**config.mk**
```make
export PLATFORM = sky130hd
export DESIGN_NAME = qpc_top
export DESIGN_NICKNAME = d
export VERILOG_FILES = /design/src/rtl/qpc_pkg.sv /design/src/rtl/qpc_sync.sv /design/src/rtl/qpc_decode.sv /design/src/rtl/qpc_top.sv
export SDC_FILE = /design/constraint.sdc
export NUM_CORES = 1
export LEC_CHECK = 0
export ABC_AREA = 1
export BUFFER_PORTS_ARGS = -buffer_cell sky130_fd_sc_hd__buf_2
export CAP_MARGIN = 20
export CORE_MARGIN = 2
export CORE_UTILIZATION = 30
export DETAILED_ROUTE_END_ITERATION = 10
export GPL_TIMING_DRIVEN = 1
export MAX_ROUTING_LAYER = met4
export PLACE_DENSITY = 0.45
export SLEW_MARGIN = 5
export SYNTH_ARGS = -nofsm -noshare
export SYNTH_HDL_FRONTEND = slang
export SYNTH_SLANG_ARGS = --single-unit
```
**constraint.sdc**
```tcl
create_clock -name clk -period 3 [get_ports clk]
set_input_delay 0.6 -clock clk [delete_from_list [all_inputs] [get_ports clk]]
set_output_delay 0.6 -clock clk [all_outputs]
set_load 0.02 [all_outputs]
```
**src/rtl/qpc_pkg.sv**
```systemverilog
package qpc_pkg;

    typedef enum logic [1:0] {
        STEP_NONE = 2'd0,
        STEP_UP   = 2'd1,
        STEP_DOWN = 2'd2,
        STEP_BAD  = 2'd3
    } step_e;

    // Position of a pair on the quadrature cycle 00 -> 01 -> 11 -> 10.
    function automatic logic [1:0] gray_pos(input logic [1:0] ab);
        return {ab[1], ab[1] ^ ab[0]};
    endfunction

endpackage

```
**src/rtl/qpc_sync.sv**
```systemverilog
module qpc_sync #(
    parameter int STAGES = 2
) (
    input  logic       clk,
    input  logic       rst_n,
    input  logic [1:0] pins,
    output logic [1:0] cur_o,
    output logic [1:0] prev_o
);
    typedef struct packed {
        logic [STAGES-1:0][1:0] chain;
        logic [1:0]             prev;
    } sync_t;

    sync_t st_d, st_q;

    always_comb begin
        st_d          = st_q;
        st_d.chain[0] = pins;
        for (int k = 1; k < STAGES; k++) begin
            st_d.chain[k] = st_q.chain[k-1];
        end
        st_d.prev = st_q.chain[STAGES-1];
    end

    always_ff @(posedge clk or negedge rst_n) begin
        if (!rst_n) st_q <= '0;
        else        st_q <= st_d;
    end

    assign cur_o  = st_q.chain[STAGES-1];
    assign prev_o = st_q.prev;
endmodule

```
**src/rtl/qpc_decode.sv**
```systemverilog
module qpc_decode
    import qpc_pkg::*;
(
    input  logic [1:0] cur_ab,
    input  logic [1:0] prev_ab,
    output step_e      step_o
);
    logic [1:0] delta;

    always_comb begin
        delta = gray_pos(cur_ab) - gray_pos(prev_ab);
        unique case (delta)
            2'd1:    step_o = STEP_UP;
            2'd3:    step_o = STEP_DOWN;
            2'd2:    step_o = STEP_BAD;
            default: step_o = STEP_NONE;
        endcase
    end
endmodule

```
**src/rtl/qpc_top.sv**
```systemverilog
module qpc_top
    import qpc_pkg::*;
#(
    parameter int CW          = 16,
    parameter int SYNC_STAGES = 2
) (
    input  logic          clk,
    input  logic          rst_n,
    input  logic          link_en,
    input  logic          ph0_a,
    input  logic          ph0_b,
    input  logic          ph1_a,
    input  logic          ph1_b,
    input  logic          wr_en,
    input  logic          wr_sel,
    input  logic [CW-1:0] wr_data,
    output logic [CW-1:0] ch0_count,
    output logic [CW-1:0] ch1_count,
    output logic [1:0]    ovf,
    output logic [1:0]    unf,
    output logic [1:0]    err
);
    localparam int NCH = 2;
    localparam int WW  = 2 * CW;

    typedef struct packed {
        logic [NCH-1:0][CW-1:0] cnt;
        logic [NCH-1:0]         ovf;
        logic [NCH-1:0]         unf;
        logic [NCH-1:0]         err;
    } state_t;

    state_t st_d, st_q;

    logic [NCH-1:0][1:0] pins;
    logic [NCH-1:0][1:0] cur_ab;
    logic [NCH-1:0][1:0] prev_ab;
    step_e               step [NCH];

    assign pins[0] = {ph0_a, ph0_b};
    assign pins[1] = {ph1_a, ph1_b};

    for (genvar g = 0; g < NCH; g++) begin : g_front
        qpc_sync #(.STAGES(SYNC_STAGES)) u_sync (
            .clk    (clk),
            .rst_n  (rst_n),
            .pins   (pins[g]),
            .cur_o  (cur_ab[g]),
            .prev_o (prev_ab[g])
        );
        qpc_decode u_dec (
            .cur_ab  (cur_ab[g]),
            .prev_ab (prev_ab[g]),
            .step_o  (step[g])
        );
    end

    logic [WW-1:0] wide_q;
    logic [WW-1:0] wide_d;

    assign wide_q = {st_q.cnt[1], st_q.cnt[0]};

    always_comb begin
        st_d     = st_q;
        st_d.ovf = '0;
        st_d.unf = '0;
        wide_d   = wide_q;
        for (int i = 0; i < NCH; i++) begin
            if (step[i] == STEP_BAD) st_d.err[i] = 1'b1;
        end
        if (!link_en) begin
            for (int i = 0; i < NCH; i++) begin
                if (wr_en && (wr_sel == 1'(i))) begin
                    st_d.cnt[i] = wr_data;
                end else if (step[i] == STEP_UP) begin
                    st_d.cnt[i] = st_q.cnt[i] + 1'b1;
                    st_d.ovf[i] = &st_q.cnt[i];
                end else if (step[i] == STEP_DOWN) begin
                    st_d.cnt[i] = st_q.cnt[i] - 1'b1;
                    st_d.unf[i] = ~|st_q.cnt[i];
                end
            end
        end else begin
            if (wr_en) begin
                st_d.cnt[wr_sel] = wr_data;
            end else if (step[0] == STEP_UP) begin
                wide_d      = wide_q + 1'b1;
                st_d.ovf[1] = &wide_q;
            end else if (step[0] == STEP_DOWN) begin
                wide_d      = wide_q - 1'b1;
                st_d.unf[1] = ~|wide_q;
            end
            if (!wr_en) begin
                st_d.cnt[0] = wide_d[CW-1:0];
                st_d.cnt[1] = wide_d[WW-1:CW];
            end
        end
    end

    always_ff @(posedge clk or negedge rst_n) begin
        if (!rst_n) st_q <= '0;
        else        st_q <= st_d;
    end

    assign ch0_count = st_q.cnt[0];
    assign ch1_count = st_q.cnt[1];
    assign ovf       = st_q.ovf;
    assign unf       = st_q.unf;
    assign err       = st_q.err;

    for (genvar g = 0; g < NCH; g++) begin : g_chk
        AST_WRAP_EXCL: assert property (@(posedge clk) disable iff (!rst_n)
            !(st_q.ovf[g] && st_q.unf[g]));
        AST_ERR_STICKY: assert property (@(posedge clk) disable iff (!rst_n)
            $past(st_q.err[g]) |-> st_q.err[g]);
        AST_LOAD_WINS: assert property (@(posedge clk) disable iff (!rst_n)
            $past(wr_en && (wr_sel == 1'(g)) && !link_en) |-> st_q.cnt[g] == $past(wr_data));
        AST_BAD_HOLDS: assert property (@(posedge clk) disable iff (!rst_n)
            $past(step[g] == STEP_BAD && !link_en && !wr_en) |-> $stable(st_q.cnt[g]));
        AST_STEP_ONE: assert property (@(posedge clk) disable iff (!rst_n)
            $past(!link_en && !wr_en) |->
                (st_q.cnt[g] == $past(st_q.cnt[g]) ||
                 st_q.cnt[g] == $past(st_q.cnt[g]) + 1'b1 ||
                 st_q.cnt[g] == $past(st_q.cnt[g]) - 1'b1));
    end

    AST_LINK_LOW_QUIET: assert property (@(posedge clk) disable iff (!rst_n)
        $past(link_en) |-> !st_q.ovf[0] && !st_q.unf[0]);
    AST_LINK_CH1_IGNORED: assert property (@(posedge clk) disable iff (!rst_n)
        $past(link_en && !wr_en && step[0] == STEP_NONE) |-> $stable(wide_q));
endmodule

```
# Yosys cells after proc, flatten, opt, wreduce, memory -nomap -nowiden
# Cells that the tools add are included.
# Widths: inputs -> output; s select.
[classes]
muxes = 33
order_cmp = 2
eq_ne = 13
addsub = 8
bitwise_logic = 5
n_reduce_logical = 16
[ops]
columns = ["cell", "count"]
rows = [
  ["$mux 16", 7],
  ["$mux 32", 3],
  ["$mux 33", 1],
  ["$add 16x1->16 const B", 2],
  ["$add 32x1->32 const B", 1],
  ["$bwmux 32", 1],
  ["$reduce_and 16->1", 2],
  ["$reduce_and 32->1", 1],
  ["$reduce_or 16->1", 2],
  ["$reduce_or 32->1", 1],
  ["$sub 16x1->16 const B", 2],
  ["$sub 32x1->32 const B", 1],
  ["$mux 1", 18],
  ["$demux 16 s1", 1],
  ["$eq 2x2->1 const B", 8],
  ["$pmux 2 s3", 2],
  ["$eq 2x1->1 const B", 4],
  ["$reduce_bool 4->1", 2],
  ["$ne 4x1->1 const B", 1],
  ["$reduce_and 2->1", 2],
  ["$sub 2x2->2", 2],
  ["$xor 1x1->1", 4],
  ["$logic_and 1x1->1", 3],
  ["$logic_not 1->1", 3],
  ["3 further kinds", 3],
]
[totals]
out_inout_bits = 38
inputBits = 25
ff_bits = 50

# Longest topological paths before layout
[depth]
ltp_word = 9
ltp_mapped = 20

# Hierarchy
# A second synthesis with hierarchy kept.
[hier_totals]
hier_cells = 885
area_unflattened_um2 = 5539.1
[by_module_without_submodules]
columns = ["mod", "area_each_um2", "instances", "seq_area_each_um2", "cells_per_inst"]
rows = [
  ["qpc_top", 4996.0, 1, 950.9, 835],
  ["qpc_sync", 165.2, 2, 150.1, 8],
  ["qpc_decode", 106.4, 2, 0.0, 17],
]

# Least setup slack after synthesis
# No wires, ideal clock.
[synth_timing]
kind = "register to register"
from = "register g_front[0].u_sync.st_q (netlist bit g_front[0].u_sync.prev_o[1])"
to = "register st_q (netlist bit ch1_count[15])"
required_ps = 2887
setup_slack_ps = -152
setup_ps = 113
synth_period_minus_slack_ps = 3152
stages_incl_launch_ff = 18
arrival_time_ps = 3039
n_path_buf = 0
path_cell_list = "dfrtp_1 xor2_1 ha_1 xnor2_1 nand2_1 nand2_1 nand2_1 ha_1 a21oi_1 nand2_1 a21oi_1 nand2_2 nand2_1 nand3_1 nand3_1 nand3_1 nand2_1 inv_1"
[synth_between]
elab_chain_len = 8
word_cells_on_any_way = 13
cone_classes = "add/sub: 1; eq/ne: 6; mux: 4; bitwise: 1; reduce/logical: 1"
[synth_rtl]
columns = ["element", "line", "rtl"]
rows = [
  ["from (decl)", "qpc_sync.sv:15", "sync_t st_d, st_q;"],
  ["from (signal assigned)", "qpc_sync.sv:28", "else st_q <= st_d;"],
  ["$xor 1x1->1", "qpc_pkg.sv:12", "return {ab[1], ab[1] ^ ab[0]};"],
  ["$sub 2x2->2 *", "qpc_decode.sv:11", "delta = gray_pos(cur_ab) - gray_pos(prev_ab);"],
  ["$eq 2x2->1 or $eq 2x1->1 (tied branches)", "qpc_decode.sv:12", "unique case (delta)"],
  ["$pmux 2 s3 *", "qpc_decode.sv:12", ""],
  ["$eq 2x1->1", "qpc_top.sv:86", "end else if (step[0] == STEP_UP) begin"],
  ["$mux 32", "qpc_top.sv:86", ""],
  ["$mux 32", "qpc_top.sv:93", "if (!wr_en) begin"],
  ["$mux 33", "qpc_top.sv:71", "if (!link_en) begin"],
  ["to (signal assigned)", "qpc_top.sv:102", "else st_q <= st_d;"],
  ["to (decl)", "qpc_top.sv:33", "state_t st_d, st_q;"],
]
# Every way passes the cells marked *; elsewhere a longest branch is shown, timed or not.
# A chain may end at the register's enable or synchronous reset.

# Final worst setup path
[layout_timing]
from = "register g_front[0].u_sync.st_q (netlist bit g_front[0].u_sync.cur_o[1])"
to = "register st_q (netlist bit ch1_count[6])"
# The elaborated chain is that of the path after synthesis.

==> impl_metrics.env <==
export IMPL_grt_max_degree=34
export IMPL_reg2reg_depth=18
export IMPL_grt_pass1_wl_um=30900
export IMPL_fin_crit_ps=2910
export IMPL_core_sq_um=18000
export IMPL_synth_edf_count=0
export IMPL_nets=1051
export IMPL_grt_usage_pct=20.8
export IMPL_syn_to_final_growth_pct=36.7
export IMPL_outcome="finished clean"
export IMPL_start_kind="register"
export IMPL_die_area_sq_um=19400
export IMPL_firstDrtPassIters=5
export IMPL_syn_nets=944
export IMPL_avgSynthCellArea_sq_um=6.33
export IMPL_synth_seq_cells=50
export IMPL_cts_hold_buf=0
export IMPL_port_buffer_count=62
export IMPL_synth_top_family_by_area="simple AND/OR/NAND/NOR gates"
export IMPL_grt_pass1_vias=5564
export IMPL_fin_crit_sh_pct=97.1
export IMPL_p_sw_share_pct=55.5
export IMPL_cts_tree="built"
export IMPL_start_util_pct=30.6
export IMPL_hpwl_um=16300
export IMPL_viasPerCell=4.97
export IMPL_netlist_instances=868
export IMPL_dieWidth_um=139
export IMPL_hold_depth=0
export IMPL_cp_endpoint="ch1_count[6]"
export IMPL_synth_fa_ha_area_share_pct=11.9
export IMPL_yosys_area_top_type="dfrtp_1"
export IMPL_drc_errors=0
export IMPL_drv_slew=0
export IMPL_critPathMaxFanout=8
export IMPL_layout_commonest_cell="nand2_1"
export IMPL_hold_violations=0
export IMPL_rrSetupSlack_ps=90
export IMPL_crit_type="reg2reg"
export IMPL_cts_root_buf="clkbuf_16"
export IMPL_switchingPower_mw=5.12
export IMPL_post_synth_top_area_fraction_pct=22.8
export IMPL_post_drt_wl_per_cell_um=17.5
export IMPL_setup_violations=0
export IMPL_grt_overflow_total=0
export IMPL_p_clk_share_pct=6.6
export IMPL_antenna_found_initial=0
export IMPL_clk_pin_slew_ps=80
export IMPL_dp_slack_ps=-65.2
export IMPL_synth_simple_area_share_pct=38.7
export IMPL_combPwrFrac_pct=77.2
export IMPL_ys_warn_count=0
export IMPL_antenna_left=0
export IMPL_worst_pin_slew_ps=841
export IMPL_vias=5994
export IMPL_drive_above_1_share_pct=31.3
export IMPL_p_int_mw=4.10
export IMPL_io_pin_count=63
export IMPL_cts_max_level=2
export IMPL_synth_compound_area_share_pct=14.8
export IMPL_rows=49
export IMPL_drt_initial_drc_count=315
export IMPL_grt_setup_unrepaired="yes"
export IMPL_leakage_nw=3.58
export IMPL_gp_congestion=0.867
export IMPL_fin_worst_skew_ps=8.54
export IMPL_setup_ws_ps=87.7
export IMPL_crit_start="g_front[0].u_sync.cur_o[1]"
export IMPL_clk_path_buf_depth=2
export IMPL_relSlewSlack_pct=43.9
export IMPL_synth_xor_area_share_pct=2.07
export IMPL_cp_end_kind="register"
export IMPL_worstHoldPathType="reg2reg"
export IMPL_die_h_um=139
export IMPL_final_cell_mix="241 x nand2_1, 108 x inv_1, 62 x buf_2"
export IMPL_arrival_ps=3150
export IMPL_synthTopCellsByArea="dfrtp_1 23%, nand2_1 19%, ha_1 11%, inv_1 7.6%, a21oi_1 6.6%"
export IMPL_antenna_cells=0
export IMPL_rr_startpoint="g_front[0].u_sync.cur_o[1]"
export IMPL_cts_sinks=50
export IMPL_r2r_end="ch1_count[6]"
export IMPL_postPlaceCellArea_sq_um=6280
export IMPL_cts_buffers=5
export IMPL_vdd_drop_max_v=0.000672
export IMPL_power_density_nw_per_um2=1230
export IMPL_clock_latency_ps=310
export IMPL_drv_cap=0
export IMPL_synthArstFlopShare_pct=100
export IMPL_synthFlopType="dfrtp_1"
export IMPL_synth_mux_area_share_pct=0
export IMPL_final_area_sq_um=7510
export IMPL_yosysSeqAreaShare_pct=22.8
export IMPL_critPathRequiredTime_ps=3240
export IMPL_syn_cell_area_sq_um=5490
export IMPL_seq_power_share_pct=16.2
export IMPL_routed_wl_um=21100
export IMPL_yosysUniqueCellTypes=44
export IMPL_clock_fmax_ghz=0.343
-- power by group through the flow --
| stage | Clock (mW) | Combinational, mW | Sequential (mW) |
|---|---|---|---|
| 2_1_floorplan | 0 | 3.73 | 1.46 |
| 3_3_place_gp | 0 | 5.60 | 1.40 |
| 3_5_place_dp | 0 | 5.57 | 1.40 |
| 4_1_cts | 0.620 | 5.63 | 1.39 |
| 5_1_grt | 0.651 | 7.87 | 1.54 |
| 6_report | 0.609 | 7.12 | 1.49 |
-- cells by family after synthesis --
family | count (synthesis)
AND/OR/NAND/NOR | 488
adder cells (fa/ha/maj) | 51
buffers and inverters | 133
flip-flops | 50
AO/OA/AOI/OAI | 133
XOR/XNOR | 13
-- worst min path at each step --
stage	startpoint	to	slack, ps
after floorplan	rst_n	ch0_count[0]	300
after global placement	g_front[1].u_sync.st_d[5]	g_front[1].u_sync.cur_o[1]	340
after detailed placement	g_front[1].u_sync.st_d[4]	g_front[1].u_sync.cur_o[0]	340
after CTS	g_front[1].u_sync.st_d[4]	g_front[1].u_sync.cur_o[0]	350
after global routing	g_front[1].u_sync.st_d[4]	g_front[1].u_sync.cur_o[0]	360
final	g_front[1].u_sync.st_d[4]	g_front[1].u_sync.cur_o[0]	350
-- what timing repair did --
action                     in CTS  in global routing
setup buffers                   0                 12
cloned                          0                  4
pin swaps                       0                 44
gates resized for setup         5                175
setup endpoints to repair       3                 23
-- registers in the layout, summed over array words and instances, names as in the netlist --
signal,cells
ch0_count,16
g_front.u_sync.st_d,4
g_front.u_sync.cur_o,4
g_front.u_sync.prev_o,4
err,2
ovf,2
unf,2
ch1_count,16
-- synth_stat cells, drive strengths merged, types with 8 or more instances --
cell type,count
o21ai,24
dfrtp,50
nand3,73
nor3,8
o21bai,11
nor2,81
buf,9
nand3b,8
nand2,292
ha,49
a21oi,81
inv,122
nand4,15
-- routing by layer --
layer	wire length [um]	vias up	global-route usage, %
met5	0	-	-
met4	476	0	4.47
met3	782	28	2.65
met2	9720	128	33.6
met1	10100	2783	28.0
li1	-	3055	-
-- per-stage QoR --
step | power [mW] | TNS [ps] | std cells | utilization [%] | hold slack (ps)
after floorplan | 5.19 | 0 | 868 | - | 304
after global placement | 7.01 | -25.3 | 1181 | 35.0 | 338
after detailed placement | 6.97 | -65.8 | 1181 | 35.0 | 336
after CTS | 7.64 | -11.4 | 1189 | 35.9 | 353
after global routing | 10.1 | -908 | 1205 | 41.8 | 363
final | 9.22 | 0 | 1205 | 41.8 | 348
-- worst max-delay path, stage by stage (launching register included) --
cell and delay [ps]:
dfrtp_1 410, xnor2_2 160, ha_2 210, xor2_1 150, nand2_1 80, nand2_2 130
nand2_8 110, clkbuf_16 220, ha_4 300, nand2_2 80, inv_2 70, nand2_2 60
nor3_2 200, nand2_2 110, nand2_4 100, nand2_1 70, nand3b_1 90, nand3_1 150
a21oi_2 150
-- layout make-up --
cell class              instances  area [sq um]
clock buffers                   5           125
clock inverters                 3          28.8
fillers                      1930         10500
inverters                     124           470
multi-input cells             685          4600
flip-flops and latches         50          1250
well taps                     229           287
repair buffers                109           748
No activity file was read; power rests on OpenSTA's default activity.
